===== src/rtl/spi_port_pkg.sv =====
package spi_port_pkg;

    localparam int BYTE_W = 8;
    localparam int RATE_W = 2;
    // largest half period is 2^(1 + max rate + 1)
    localparam int MAX_SH = 1 + (2 ** RATE_W - 1) + 1;
    localparam int CNT_W  = MAX_SH + 1;

    localparam logic [1:0] A_CTRL = 2'd0;
    localparam logic [1:0] A_STAT = 2'd1;
    localparam logic [1:0] A_DATA = 2'd2;

    typedef struct packed {
        logic              irq_en;
        logic              enable;
        logic              div_bypass;
        logic              master;
        logic              cpol;
        logic              cpha;
        logic [RATE_W-1:0] rate;
    } ctrl_t;

    typedef struct packed {
        logic       done;
        logic       ovr;
        logic       fault;
        logic [4:0] rsvd;
    } stat_t;

    typedef enum logic [1:0] {
        ROLE_OFF,
        ROLE_MASTER,
        ROLE_SLAVE
    } role_e;

    // system clocks per SCK half period
    function automatic logic [CNT_W-1:0] half_period(input logic [RATE_W-1:0] rate,
                                                     input logic bypass);
        int sh;
        sh = 1 + int'(rate) + (bypass ? 0 : 1);
        return CNT_W'(1 << sh);
    endfunction

endpackage


===== src/rtl/spi_port_sync.sv =====
module spi_port_sync #(
    parameter int               WIDTH     = 2,
    parameter int               STAGES    = 2,
    parameter logic [WIDTH-1:0] RESET_VAL = '0
) (
    input  logic             clk,
    input  logic             rst,
    input  logic [WIDTH-1:0] d,
    output logic [WIDTH-1:0] q
);
    logic [WIDTH-1:0] stg [STAGES];

    for (genvar i = 0; i < STAGES; i++) begin : g_stage
        if (i == 0) begin : g_first
            always_ff @(posedge clk) begin
                if (rst) stg[i] <= RESET_VAL;
                else     stg[i] <= d;
            end
        end else begin : g_next
            always_ff @(posedge clk) begin
                if (rst) stg[i] <= RESET_VAL;
                else     stg[i] <= stg[i-1];
            end
        end
    end

    assign q = stg[STAGES-1];
endmodule


===== src/rtl/spi_port_baud.sv =====
module spi_port_baud #(
    parameter int CNT_W = 6
) (
    input  logic             clk,
    input  logic             rst,
    input  logic             run,
    input  logic [CNT_W-1:0] half,
    output logic             tick
);
    logic [CNT_W-1:0] cnt;

    assign tick = run && (cnt == half - 1'b1);

    always_ff @(posedge clk) begin
        if (rst || !run || tick) cnt <= '0;
        else                     cnt <= cnt + 1'b1;
    end

    // half period is at least two clocks, so ticks never touch
    a_r6_tick_gap: assert property (@(posedge clk) disable iff (rst)
        tick |=> !tick);
endmodule


===== src/rtl/spi_port_shift.sv =====
module spi_port_shift #(
    parameter int WIDTH = 8
) (
    input  logic             clk,
    input  logic             rst,
    input  logic             abort,
    input  logic             load,
    input  logic [WIDTH-1:0] load_data,
    input  logic             edge_stb,
    input  logic             cpha,
    input  logic             in_bit,
    output logic             out_bit,
    output logic             mid,
    output logic             done_stb,
    output logic [WIDTH-1:0] rx_word
);
    localparam int EDGES = 2 * WIDTH;
    localparam int EW    = $clog2(EDGES);
    localparam logic [EW-1:0] LAST = EW'(EDGES - 1);

    logic [EW-1:0]    ecnt;
    logic [WIDTH-1:0] tx_sr;
    logic [WIDTH-1:0] rx_sr;
    logic             capture;
    logic             launch;

    // phase 0 samples on even edges, phase 1 on odd edges
    assign capture  = cpha ? ecnt[0] : !ecnt[0];
    // phase 1 already shows the MSB before its first edge
    assign launch   = !capture && !(cpha && (ecnt == '0));
    assign done_stb = edge_stb && !abort && !load && (ecnt == LAST);
    assign rx_word  = capture ? {rx_sr[WIDTH-2:0], in_bit} : rx_sr;
    assign out_bit  = tx_sr[WIDTH-1];
    assign mid      = (ecnt != '0);

    always_ff @(posedge clk) begin
        if (rst) begin
            ecnt  <= '0;
            tx_sr <= '0;
            rx_sr <= '0;
        end else if (load) begin
            tx_sr <= load_data;
            ecnt  <= '0;
        end else if (abort) begin
            ecnt <= '0;
        end else if (edge_stb) begin
            ecnt <= (ecnt == LAST) ? '0 : ecnt + 1'b1;
            if (capture) rx_sr <= {rx_sr[WIDTH-2:0], in_bit};
            if (launch)  tx_sr <= {tx_sr[WIDTH-2:0], 1'b0};
        end
    end

    // a byte ends after exactly 2*WIDTH edges and the counter restarts
    a_r5_byte_wrap: assert property (@(posedge clk) disable iff (rst)
        done_stb |=> (ecnt == '0));
endmodule


===== src/rtl/spi_port.sv =====
module spi_port
    import spi_port_pkg::*;
#(
    parameter int SYNC_STAGES = 2
) (
    input  logic              clk,
    input  logic              rst,
    input  logic [1:0]        addr,
    input  logic              wr_en,
    input  logic              rd_en,
    input  logic [BYTE_W-1:0] wdata,
    output logic [BYTE_W-1:0] rdata,
    output logic              irq,
    input  logic              sck_i,
    output logic              sck_o,
    output logic              sck_oe,
    input  logic              mosi_i,
    output logic              mosi_o,
    output logic              mosi_oe,
    input  logic              miso_i,
    output logic              miso_o,
    output logic              miso_oe,
    input  logic              ss_n_i
);
    ctrl_t             ctrl_q;
    stat_t             stat_q;
    logic [BYTE_W-1:0] rx_q;
    logic              stat_armed;
    logic              m_busy;
    logic              sck_lvl;
    logic              sck_prev;
    logic [1:0]        pins_s;
    logic              ss_s, sck_s;
    role_e             role;
    logic              slave_sel, fault_now, tick, edge_stb, abort, in_bit;
    logic              out_bit, mid, done_stb, load, start, data_acc, clr;
    logic [BYTE_W-1:0] rx_word;

    spi_port_sync #(.WIDTH(2), .STAGES(SYNC_STAGES), .RESET_VAL(2'b10)) u_sync (
        .clk (clk),
        .rst (rst),
        .d   ({ss_n_i, sck_i}),
        .q   (pins_s)
    );
    assign ss_s  = pins_s[1];
    assign sck_s = pins_s[0];

    always_ff @(posedge clk) begin
        if (rst) sck_prev <= 1'b0;
        else     sck_prev <= sck_s;
    end

    always_comb begin
        if (!ctrl_q.enable)     role = ROLE_OFF;
        else if (ctrl_q.master) role = ROLE_MASTER;
        else                    role = ROLE_SLAVE;
    end

    assign slave_sel = (role == ROLE_SLAVE) && !ss_s;
    assign fault_now = (role == ROLE_MASTER) && !ss_s;

    spi_port_baud #(.CNT_W(CNT_W)) u_baud (
        .clk  (clk),
        .rst  (rst),
        .run  (m_busy),
        .half (half_period(ctrl_q.rate, ctrl_q.div_bypass)),
        .tick (tick)
    );

    assign edge_stb = (role == ROLE_MASTER) ? (m_busy && tick)
                                            : (slave_sel && (sck_s ^ sck_prev));
    assign abort    = (role == ROLE_OFF) || ((role == ROLE_SLAVE) && ss_s);
    assign in_bit   = (role == ROLE_MASTER) ? miso_i : mosi_i;
    assign data_acc = (wr_en || rd_en) && (addr == A_DATA);
    assign load     = wr_en && (addr == A_DATA) && !m_busy && !mid;
    assign start    = load && (role == ROLE_MASTER);
    assign clr      = stat_armed && data_acc;

    spi_port_shift #(.WIDTH(BYTE_W)) u_shift (
        .clk       (clk),
        .rst       (rst),
        .abort     (abort),
        .load      (load),
        .load_data (wdata),
        .edge_stb  (edge_stb),
        .cpha      (ctrl_q.cpha),
        .in_bit    (in_bit),
        .out_bit   (out_bit),
        .mid       (mid),
        .done_stb  (done_stb),
        .rx_word   (rx_word)
    );

    always_ff @(posedge clk) begin
        if (rst) begin
            ctrl_q     <= '0;
            stat_q     <= '0;
            rx_q       <= '0;
            stat_armed <= 1'b0;
            m_busy     <= 1'b0;
            sck_lvl    <= 1'b0;
        end else begin
            if (start)                                m_busy <= 1'b1;
            else if (done_stb || role != ROLE_MASTER) m_busy <= 1'b0;

            if (start || role != ROLE_MASTER) sck_lvl <= 1'b0;
            else if (edge_stb)                sck_lvl <= ~sck_lvl;

            if (wr_en && addr == A_CTRL) ctrl_q <= ctrl_t'(wdata);
            if (fault_now) begin
                ctrl_q.enable <= 1'b0;
                ctrl_q.master <= 1'b0;
            end

            if (rd_en && addr == A_STAT) stat_armed <= 1'b1;
            else if (data_acc)           stat_armed <= 1'b0;

            if (clr) begin
                stat_q.done  <= 1'b0;
                stat_q.ovr   <= 1'b0;
                stat_q.fault <= 1'b0;
            end
            if (done_stb) begin
                if (stat_q.done && !clr) begin
                    stat_q.ovr <= 1'b1;
                end else begin
                    stat_q.done <= 1'b1;
                    rx_q        <= rx_word;
                end
            end
            if (fault_now) stat_q.fault <= 1'b1;
        end
    end

    always_comb begin
        case (addr)
            A_CTRL:  rdata = ctrl_q;
            A_STAT:  rdata = stat_q;
            A_DATA:  rdata = rx_q;
            default: rdata = '0;
        endcase
    end

    assign irq     = ctrl_q.irq_en && (stat_q.done || stat_q.ovr || stat_q.fault);
    assign sck_oe  = (role == ROLE_MASTER);
    assign sck_o   = ctrl_q.cpol ^ sck_lvl;
    assign mosi_oe = (role == ROLE_MASTER);
    assign mosi_o  = (role == ROLE_MASTER) ? out_bit : 1'b0;
    assign miso_oe = slave_sel;
    assign miso_o  = slave_sel ? out_bit : 1'b0;

    // a master that sees select low leaves master and enable next cycle
    a_r11_fault_drop: assert property (@(posedge clk) disable iff (rst)
        fault_now |=> (!ctrl_q.enable && !ctrl_q.master && stat_q.fault));

    // an idle master rests SCK at the polarity level
    a_r4_idle_level: assert property (@(posedge clk) disable iff (rst)
        (role == ROLE_MASTER && !m_busy) |-> (sck_o == ctrl_q.cpol));

    // a byte landing on an unread one raises overrun and keeps the old data
    a_r9_ovr_keep: assert property (@(posedge clk) disable iff (rst)
        (done_stb && stat_q.done && !clr) |=> (stat_q.ovr && $stable(rx_q)));

    // the clear sequence drops all three flags unless a new event lands
    a_r10_clear: assert property (@(posedge clk) disable iff (rst)
        (clr && !done_stb && !fault_now) |=> (!stat_q.done && !stat_q.ovr && !stat_q.fault));
endmodule


===== config.mk =====
export PLATFORM = sky130hd
export DESIGN_NAME = spi_port
export DESIGN_NICKNAME = d
export VERILOG_FILES = /design/src/rtl/spi_port_pkg.sv /design/src/rtl/spi_port_sync.sv /design/src/rtl/spi_port_baud.sv /design/src/rtl/spi_port_shift.sv /design/src/rtl/spi_port.sv
export SDC_FILE = /design/constraint.sdc
export NUM_CORES = 1
export LEC_CHECK = 0
export ABC_AREA = 1
export BUFFER_PORTS_ARGS = -buffer_cell sky130_fd_sc_hd__buf_2
export CELL_PAD_IN_SITES_DETAIL_PLACEMENT = 1
export CELL_PAD_IN_SITES_GLOBAL_PLACEMENT = 2
export CORE_MARGIN = 10
export CORE_UTILIZATION = 30
export DETAILED_ROUTE_END_ITERATION = 7
export PLACE_DENSITY = 0.7
export SYNTH_ARGS = -nofsm -noshare
export SYNTH_HDL_FRONTEND = slang
export SYNTH_SLANG_ARGS = --single-unit

===== constraint.sdc =====
create_clock -name clk -period 5.4 [get_ports clk]
set_input_delay 0.27 -clock clk [delete_from_list [all_inputs] [get_ports clk]]
set_output_delay 0.27 -clock clk [all_outputs]
set_load 0.005 [all_outputs]

==> summary.txt <==
Register-to-Register Path Depth -> 14
endpoint of the worst register-to-register path -> u_shift.tx_sr[4]
Final Hold Vio Count -> 0
post-synthesis sequential element count -> 53
final number of setup-violating endpoints -> 0
number of buffers added on ports -> 32
required arrival time at the worst endpoint -> 5.61 ns
Post-CTS Resized -> 0
origin of the critical flop-to-flop path -> ctrl_q[0]
number of slew-limit violations in the final report -> 0
Die Footprint -> 13,500 sq um
Unique masters post-synth -> 34
Crit Path Class -> flip-flop to flip-flop
post-route clock period utilization -> 0.412
number of top-level design ports -> 33
Synth-to-Final Area Change -> 12.1%
initial core utilization -> 0.304
antenna violations before repair -> 0
hold path startpoint -> ss_n_i
Total Negative Setup Slacks -> 0 ns
via count of the first global-routing pass -> 2,677
transition time of the tightest slew-check pin -> 1.02 ns
Tot GR Track Use -> 0.127
Horiz. Die Dim -> 116 um
vias -> 2,593
power density over the cells -> 243 nW/um^2
most common cell after layout, fill and taps aside -> sky130_fd_sc_hd__nor2_1
arrival time at the worst endpoint -> 2.44 ns
number of violations of the max-capacitance limit -> 0
post-route ant nets -> 0
most used cells in the layout excluding fill and tap cells -> sky130_fd_sc_hd__nor2_1 (65), sky130_fd_sc_hd__nand2_1 (62), sky130_fd_sc_hd__inv_1 (61), sky130_fd_sc_hd__dfxtp_1 (53), sky130_fd_sc_hd__o21ai_0 (36)
worst setup timing slack at the placement stage -> 3.16 ns
worst hold path class -> primary input to flip-flop
setup repair after global routing missed its margin -> no
clock root buffer -> sky130_fd_sc_hd__clkbuf_8
CP startpoint kind -> flip-flop
clock sink count -> 53
detailed-route wire length -> 8.22 mm
Core Footprint -> 9150 sq um
# hold bufs at CTS -> 0
final global-route overflow total -> 0
HPWL after DPL -> 6.35 mm
post-synthesis average cell area -> 6.89 sq um
total number of placement rows -> 35
outcome -> completed
biggest fanout along the worst timing path -> 15
destination of the worst hold path -> u_sync.stg[0][1]
fin util -> 0.341
vertical die dimension -> 116 um
antenna diode count -> 0
number of post-CTS setup repair buffers -> 0
NumNets Final -> 455
total nets after synthesis -> 427
total CTS buffers -> 5
number of search-and-repair iterations in the first detailed-routing pass -> 4
clock transition at the register clock pins on the worst setup and hold paths after CTS -> 0.10 ns
final worst slack -> 3.17 ns
Synth Instances -> 404
global-route wire length before repair -> 13.5 mm
number of synthesis warnings -> 0
worst slew slack as a fraction of its limit -> 0.315
CTS max path bufs -> 2
Total Power -> 760 uW
CTS H-Tree Depth -> 2
leakage power total -> 0.00139 uW
worst-skew pair later-pin latency -> 0.31 ns
pin count of the biggest net entering global routing -> 32
violation count after the first detailed-routing iteration -> 93
largest voltage drop on the vdd net -> 117 uV
Post-route DRC -> 0
clock tree from TritonCTS -> built
kind of capture point of the worst setup path -> flip-flop
Clock Skews -> 0.00620 ns
area of the mapped netlist -> 2790 sq um
routed wire length per instance -> 15.1 um
min cycle time layout -> 2.23 ns
worst hold path stage count -> 2
slack of the worst reg-to-reg path -> 3.17 ns
Seq/Total Area, Yosys -> 0.381
share of cells above drive strength 1 -> 0.152
highest clock frequency the design can meet -> 449 MHz
routability cong. -> 0.748
average vias per placed instance -> 4.77
-- registers in the layout, indices dropped and copies added, names as in the netlist --
register       cells
stat_q             3
sck_lvl            1
u_shift.rx_sr      8
ctrl_q             8
rx_q               8
stat_armed         1
m_busy             1
u_baud.cnt         6
u_shift.ecnt       4
sck_prev           1
u_sync.stg         4
u_shift.tx_sr      8
-- kinds of logic (layout without fill, tap and decap cells) --
group                      after synthesis  after routing  synth area share
and+or+nand+nor                        196            196             0.332
DFF                                     53             53             0.381
adders and majority gates                5              5            0.0225
AOI/OAI and AO/OA                       68             68             0.129
buffers and inverters                   77            106             0.120
xor gates and xnor gates                 5              5            0.0157
-- synth_stat cells (all sizes together) --
master,number,area [sq um]
nand2,66,282
clkinv,1,8.76
o221ai,2,17.5
ha,5,62.6
inv,64,240
o211ai,3,22.5
dfxtp,53,1060
clkbuf,4,15.0
buf,8,70.1
or2,17,106
nor4,1,6.26
nor2,67,256
nand4,9,56.3
o22ai,3,18.8
a21oi,23,115
o21ai,37,185
nor3b,1,7.51
nand3,31,190
xor2,5,43.8
nor3,4,20.0
-- worst max-delay path, cell delays in order, from the launching register on --
cell                      delay, ns
sky130_fd_sc_hd__dfxtp_1       0.31
sky130_fd_sc_hd__inv_1         0.09
sky130_fd_sc_hd__ha_1          0.15
sky130_fd_sc_hd__inv_1         0.04
sky130_fd_sc_hd__ha_1          0.32
sky130_fd_sc_hd__nor2_1        0.20
sky130_fd_sc_hd__nor2_1        0.06
sky130_fd_sc_hd__nor2_1        0.09
sky130_fd_sc_hd__nand2_1       0.07
sky130_fd_sc_hd__nor2_2        0.15
sky130_fd_sc_hd__nand3_4       0.13
sky130_fd_sc_hd__nand3_2       0.25
sky130_fd_sc_hd__nand3_1       0.11
sky130_fd_sc_hd__nand2_1       0.11
sky130_fd_sc_hd__nor2_1        0.04
-- layout make-up --
type                    count  area [sq um]
multi-input cells         274          1390
clock buffers               7          86.3
fillers                  1174          6030
flip-flops and latches     53          1060
repair buffers             33           168
well taps                 111           139
inverters                  65           249
clock inverters             1          30.0
-- metrics by stage --
step	area (sq um)	std cells	hold WS, ns
after floorplan	2790	404	0.374
after global placement	3010	536	0.400
after detailed placement	3010	536	0.401
after CTS	3120	544	0.137
after global routing	3120	544	0.143
final	3120	544	0.146
-- worst max path at each step --
stage | from | to | slack [ns] | depth (start not counted)
final | ctrl_q[0] | u_shift.tx_sr[4] | 3.17 | 14
after global routing | ctrl_q[0] | u_shift.tx_sr[4] | 2.85 | 14
after CTS | ctrl_q[0] | u_shift.rx_sr[0] | 3.15 | 14
after detailed placement | ctrl_q[0] | u_shift.rx_sr[3] | 3.16 | 14
after global placement | ctrl_q[0] | u_shift.rx_sr[0] | 3.17 | 14
after floorplan | ctrl_q[0] | u_shift.tx_sr[0] | 3.44 | 15
-- routing by layer --
metal / up-vias / part of all wire / track usage
li1: 1341 / - / -
met1: 1206 / 0.49 / 0.167
met2: 39 / 0.46 / 0.207
met3: 7 / 0.044 / 0.0236
met4: 0 / 0.011 / 0.0334
met5: - / 0 / 0
-- report_power, final --
part           internal [uW]  total (uW)  switching (uW)
clock                    152         289             138
combinational           23.6        70.4            46.8
sequential               397         401            3.77
total                    572         760             188
(Power assumes the default switching activity.)
